`src/rtl/ext_irq_pkg.sv`:
```
package ext_irq_pkg;

    localparam int NLINES = 3;
    localparam int LVL_W  = 3;
    localparam int VEC_W  = 8;
    localparam int BASE_W = VEC_W - LVL_W;

    // Priority level wired to each line index; a higher index wins.
    localparam logic [LVL_W-1:0] LINE_LEVEL [NLINES] = '{3'd1, 3'd6, 3'd7};

    typedef struct packed {
        logic             dtack;
        logic [VEC_W-1:0] vec;
    } ack_resp_t;

    // Highest pending level, or 0 when nothing is pending.
    function automatic logic [LVL_W-1:0] top_level(input logic [NLINES-1:0] pend);
        logic [LVL_W-1:0] lvl;
        lvl = '0;
        for (int k = 0; k < NLINES; k++) begin
            if (pend[k]) lvl = LINE_LEVEL[k];
        end
        return lvl;
    endfunction

    // One-hot line select for an acknowledged level.
    function automatic logic [NLINES-1:0] level_hit(input logic [LVL_W-1:0] lvl);
        logic [NLINES-1:0] hit;
        for (int k = 0; k < NLINES; k++) begin
            hit[k] = (lvl == LINE_LEVEL[k]);
        end
        return hit;
    endfunction

endpackage

```
`src/rtl/ext_irq_sync.sv`:
```
module ext_irq_sync #(
    parameter int N      = ext_irq_pkg::NLINES,
    parameter int STAGES = 2
) (
    input  logic         clk,
    input  logic         rst,
    input  logic [N-1:0] irq_n,
    output logic [N-1:0] lvl_act,
    output logic [N-1:0] fall
);

    for (genvar k = 0; k < N; k++) begin : g_line
        // chain[STAGES-1] is the synchronised value, chain[STAGES] its previous value
        logic [STAGES:0] chain;

        always_ff @(posedge clk) begin
            if (rst) chain <= '1;
            else     chain <= {chain[STAGES-1:0], irq_n[k]};
        end

        assign lvl_act[k] = ~chain[STAGES-1];
        assign fall[k]    = chain[STAGES] & ~chain[STAGES-1];
    end

endmodule

```
`src/rtl/ext_irq_pend.sv`:
```
module ext_irq_pend #(
    parameter int N = ext_irq_pkg::NLINES
) (
    input  logic         clk,
    input  logic         rst,
    input  logic [N-1:0] edge_mode,
    input  logic [N-1:0] lvl_act,
    input  logic [N-1:0] fall,
    input  logic [N-1:0] clr,
    output logic [N-1:0] pend
);

    logic [N-1:0] flag;

    for (genvar k = 0; k < N; k++) begin : g_pend
        always_ff @(posedge clk) begin
            if (rst || !edge_mode[k]) flag[k] <= 1'b0;
            else if (fall[k])         flag[k] <= 1'b1;   // new edge beats a clear
            else if (clr[k])          flag[k] <= 1'b0;
        end

        assign pend[k] = edge_mode[k] ? flag[k] : lvl_act[k];

        // a latched edge survives until an acknowledge clears it
        a_r2_edge_hold: assert property (@(posedge clk) disable iff (rst)
            (edge_mode[k] && flag[k] && !clr[k]) |=> flag[k]);

        // an acknowledge with no new edge empties the latch
        a_r6_ack_clear: assert property (@(posedge clk) disable iff (rst)
            (clr[k] && !fall[k]) |=> !flag[k]);
    end

endmodule

```
`src/rtl/ext_irq_prio.sv`:
```
module ext_irq_prio
    import ext_irq_pkg::*;
#(
    parameter int N = NLINES
) (
    input  logic             clk,
    input  logic             rst,
    input  logic [N-1:0]     pend,
    output logic [LVL_W-1:0] ipl_n
);

    always_ff @(posedge clk) begin
        if (rst) ipl_n <= '1;
        else     ipl_n <= ~top_level(pend);
    end

    // nothing pending means the idle code
    a_r4_idle_code: assert property (@(posedge clk) disable iff (rst)
        (pend == '0) |=> (ipl_n == '1));

endmodule

```
`src/rtl/ext_irq_ctrl.sv`:
```
module ext_irq_ctrl
    import ext_irq_pkg::*;
#(
    parameter int SYNC_STAGES = 2
) (
    input  logic              clk,
    input  logic              rst,
    input  logic [NLINES-1:0] irq_n_i,
    input  logic              dedicated_i,
    input  logic [NLINES-1:0] edge_sel_i,
    input  logic              vgen_en_i,
    input  logic [NLINES-1:0] vec_en_i,
    input  logic [BASE_W-1:0] vec_base_i,
    input  logic              iack_i,
    input  logic [LVL_W-1:0]  iack_lvl_i,
    output logic [LVL_W-1:0]  ipl_n_o,
    output logic [VEC_W-1:0]  vec_o,
    output logic              dtack_o
);

    logic [NLINES-1:0] lvl_act, fall, pend, edge_mode, resp_sel, clr;
    logic              iack_q, ack_rise, respond;
    ack_resp_t         resp_q;

    assign edge_mode = {NLINES{dedicated_i}} & edge_sel_i;

    ext_irq_sync #(.N(NLINES), .STAGES(SYNC_STAGES)) sync_i (
        .clk(clk), .rst(rst), .irq_n(irq_n_i), .lvl_act(lvl_act), .fall(fall)
    );

    ext_irq_pend #(.N(NLINES)) pend_i (
        .clk(clk), .rst(rst), .edge_mode(edge_mode), .lvl_act(lvl_act),
        .fall(fall), .clr(clr), .pend(pend)
    );

    ext_irq_prio #(.N(NLINES)) prio_i (
        .clk(clk), .rst(rst), .pend(pend), .ipl_n(ipl_n_o)
    );

    // Acknowledge handling: one response per strobe rising edge
    always_ff @(posedge clk) begin
        if (rst) iack_q <= 1'b0;
        else     iack_q <= iack_i;
    end

    assign ack_rise = iack_i & ~iack_q;
    assign resp_sel = level_hit(iack_lvl_i) & vec_en_i & {NLINES{vgen_en_i}};
    assign respond  = ack_rise & (|resp_sel);
    assign clr      = {NLINES{ack_rise}} & resp_sel;

    always_ff @(posedge clk) begin
        if (rst) begin
            resp_q <= '0;
        end else begin
            resp_q.dtack <= respond;
            resp_q.vec   <= respond ? {vec_base_i, iack_lvl_i} : '0;
        end
    end

    assign dtack_o = resp_q.dtack;
    assign vec_o   = resp_q.vec;

    // transfer-acknowledge lasts one cycle
    a_r6_dtack_single: assert property (@(posedge clk) disable iff (rst)
        dtack_o |=> !dtack_o);

    // no vector generation, no transfer-acknowledge
    a_r7_no_gen_no_dtack: assert property (@(posedge clk) disable iff (rst)
        (ack_rise && !vgen_en_i) |=> !dtack_o);

    // a vector only ever appears with its strobe
    a_r9_vec_with_dtack: assert property (@(posedge clk) disable iff (rst)
        (vec_o != '0) |-> dtack_o);

endmodule

```
`config.mk`:
```
export PLATFORM = sky130hd
export DESIGN_NAME = ext_irq_ctrl
export DESIGN_NICKNAME = d
export VERILOG_FILES = /design/src/rtl/ext_irq_pkg.sv /design/src/rtl/ext_irq_sync.sv /design/src/rtl/ext_irq_pend.sv /design/src/rtl/ext_irq_prio.sv /design/src/rtl/ext_irq_ctrl.sv
export SDC_FILE = /design/constraint.sdc
export NUM_CORES = 1
export LEC_CHECK = 0
export ABC_CLOCK_PERIOD_IN_PS = 2029
export BUFFER_PORTS_ARGS = -buffer_cell sky130_fd_sc_hd__buf_2
export CELL_PAD_IN_SITES_DETAIL_PLACEMENT = 1
export CELL_PAD_IN_SITES_GLOBAL_PLACEMENT = 2
export CORE_MARGIN = 10
export CORE_UTILIZATION = 29
export CTS_CLUSTER_SIZE = 40
export DETAILED_ROUTE_END_ITERATION = 12
export MAX_ROUTING_LAYER = met4
export PLACE_DENSITY = 0.87
export SYNTH_ARGS = -nofsm -noshare
export SYNTH_HDL_FRONTEND = slang
export SYNTH_SLANG_ARGS = --single-unit
```
`constraint.sdc`:
```
create_clock -name clk -period 2.03 [get_ports clk]
set_clock_uncertainty 0.1 [all_clocks]
set_input_delay 0.3045 -clock clk [delete_from_list [all_inputs] [get_ports clk]]
set_output_delay 0.3045 -clock clk [all_outputs]
set_load 0.01 [all_outputs]
```
==> key figures <==
STA
  – Final number of max-transition violations: 0
  – Total setup violations reported at the end of the flow: 0
  – Crit path setup slack, layout: 0.7619 ns
  – Final Critical Period: 1.268 ns
  – Rel. slew slack: 0.7265
  – Final worst path period share: 0.6247
  – Unrepaired setup endpoints after global routing: no
  – Total negative slack for setup checks: 0 ns
  – Final Hold Violating Endpoints: 0
  – Timing-limited maximum frequency: 788.6 MHz
  – Slew @ Worst Pin: 0.4103 ns

Floorplanning
  – Width of the die: 75.00 um
  – IO Pins: 34
  – Initial Utilization: 0.3100
  – Die outline height: 75.00 um
  – Area enclosed by the die boundary: 0.005624 mm2
  – Core ar.: 0.002829 mm2
  – Number of core rows: 19

Global routing
  – Total global routing track utilization: 0.08509
  – Overflow left after global routing: 0
  – Global-route wire length before repair: 3546 um
  – Number of global-route vias before repair: 801
  – Largest net degree at the start of global routing: 26
  – Number of antenna violations at the first check in global routing: 0

Logic synthesis
  – Yosys warns: 0
  – Post-synthesis register bit count: 24
  – Number of nets produced by synthesis: 105
  – Cell count after synthesis: 83
  – Proportion of synthesized chip area in sequential cells: 0.5478
  – Proportion of register bits with asynchronous set or reset after synthesis: 0
  – Unique cell type count in the Yosys netlist: 29
  – Netlist area before placement: 877.1 um2
  – Number of enable flip-flop cells after synthesis: 0
  – Syn avg cell area: 10.57 um2
  – Commonest register cell after synthesis: sky130_fd_sc_hd__dfxtp_1

Setup path
  – Kind of capture point of the worst setup path: flip-flop
  – CP max FO: 8
  – Slowest cell delay on critical path: 0.38 ns
  – Worst endpoint data arrival time: 1.38 ns
  – Critical path startpoint category: flip-flop
  – CP cell instances: and3b_1, nand3_1, a31o_2
  – Category of the critical setup timing path: flip-flop to flip-flop
  – Worst EP required: 2.14 ns
  – Cell with the largest stage delay on the worst path: sky130_fd_sc_hd__and3b_1

Detailed routing
  – Wire length on met3: 52 um
  – Top routing layer in use: met4
  – First-pass iteration count of the detailed router: 4
  – Metal2 WL: 1300 um
  – Avg WL per Cell: 14.92 um
  – Initial detailed-routing violation count: 26
  – Metal1 wirelength: 792 um
  – Remaining routing DRC violations: 0
  – Via total after detailed routing: 712
  – Post-Route WL: 2179 um
  – Vias per cell: 4.877
  – Number of antenna-violating nets in the routed design: 0

Power and ir drop
  – Power density relative to cell area: 704.6 mW/mm2
  – Leak Pwr: 0.4725 nW
  – Peak VDD IR: 228.6 uV

Clock tree
  – Hold-fix buffer count after cts: 0
  – Worst skew pair latency: 0.30 ns
  – Buffers inserted during post-CTS setup optimization: 0
  – Number of resized instances in the post-cts repair step: 0
  – Largest buffer count on any clock path: 2
  – TritonCTS sink count: 24
  – Clock buffers created by TritonCTS: 3
  – Cell at the root of the clock tree: sky130_fd_sc_hd__clkbuf_4
  – TritonCTS clock tree: done
  – Htree depth: 1
  – Clock transition time at the flip-flop clock pins of the worst setup and hold paths: 0.12 ns

Placed design
  – Buffers added on ports: 33
  – Inst Count DP: 143
  – Half-perimeter wire length after detailed placement: 1813 um
  – Final weighted congestion of routability-driven global placement: 0.7466
  – Setup Slack @ Placement: 0.6506 ns

Final layout
  – Non-filler instance count after layout: 146
  – Most frequent cells in the layout: sky130_fd_sc_hd__buf_2, sky130_fd_sc_hd__dfxtp_1, sky130_fd_sc_hd__or2_2
  – # diodes: 0
  – Final core area utilization: 0.3830
  – Share of cells above drive strength 1: 0.4522
  – Commonest non-fill, non-tap cell in the layout: sky130_fd_sc_hd__buf_2
  – Layout overhead on the synthesized area: 23.54%
  – Total Nets Final: 139

Run status
  – Run status: complete, no violations

Min path
  – Path type of the worst min-delay path: input port to flip-flop

Job
  – Number of violations of the max-capacitance limit: 0
## cell usage after synthesis, types with 2 or more instances
cell type                  count  area (um2)
sky130_fd_sc_hd__a21o_1        2       15.01
sky130_fd_sc_hd__nand3_1       2       10.01
sky130_fd_sc_hd__nor4b_1       2       17.52
sky130_fd_sc_hd__dfxtp_1      24       480.5
sky130_fd_sc_hd__a21oi_1       8       40.04
sky130_fd_sc_hd__nand2_1       3       11.26
sky130_fd_sc_hd__a211oi_1      2       15.01
sky130_fd_sc_hd__and3b_1       2       17.52
sky130_fd_sc_hd__nor2_1        2       7.510
sky130_fd_sc_hd__nand3b_1      7       52.55
sky130_fd_sc_hd__clkbuf_1      2       7.510
sky130_fd_sc_hd__or2_2         9       56.30
sky130_fd_sc_hd__a31o_2        2       17.52
## path summary, 6_finish.rpt
check | start | to | slack [ns] | cells past startpoint
worst max-delay path | iack_q | pend_i.flag[2] | 0.76 | 3
worst min-delay path | irq_n_i[0] | sync_i.g_line[0].chain[0] | 0.07 | 2
worst max register to register | iack_q | pend_i.flag[2] | 0.76 | 3
worst min register to register | sync_i.g_line[2].chain[0] | sync_i.g_line[2].chain[1] | 0.33 | 1
## report_power, final
group | internal [mW] | switching, mW | total [mW]
logic | 0.0365 | 0.0389 | 0.0754
clock network | 0.0692 | 0.132 | 0.201
registers | 0.483 | 0.00410 | 0.487
## flip-flops by register name, summed over array words and instances, names as in the netlist
signal,count
pend_i.flag,3
vec_o,8
sync_i.g_line.chain,9
prio_i.ipl_n,2
iack_q,1
dtack_o,1
## final cells by class
cell class,instances,area [um2]
repair buffers,33,165.2
inverters,1,3.754
fillers,335,1745
clock buffers,3,22.52
flip-flops and latches,24,480.5
well taps,31,38.79
multi-input cells,54,372.9
## logic make-up after synthesis
logic type,after synthesis,share of synthesized area
AND/OR/NAND/NOR,35,0.2825
multiplexers,1,0.01141
flip-flops,24,0.5478
buffers and inverters,5,0.02710
AO/OA/AOI/OAI,18,0.1312
## worst max-delay path: cells and delay by family, from the launching register on
kind | cells | cell delay, ns
and+or+nand+nor | 2 | 0.51
DFF | 1 | 0.33
AOI/OAI and AO/OA | 1 | 0.24
## stage by stage
step                      cell area, um2  hold slack (ns)  power (mW)
after floorplan                    877.1           0.2895      0.5374
after CTS                           1084          0.06473      0.7731
final                               1084          0.07373      0.7635
after global routing                1084          0.04816      0.8022
after detailed placement            1061           0.3039      0.5749
after global placement              1061           0.2924      0.5710
## metal layers
layer | vias to the layer above | GRT usage
met3 | 2 | 0.01445
met4 | 0 | 0.05042
met1 | 345 | 0.07116
met5 | - | -
met2 | 9 | 0.1695
li1 | 356 | -
No activity file was read; power rests on OpenSTA's default activity.
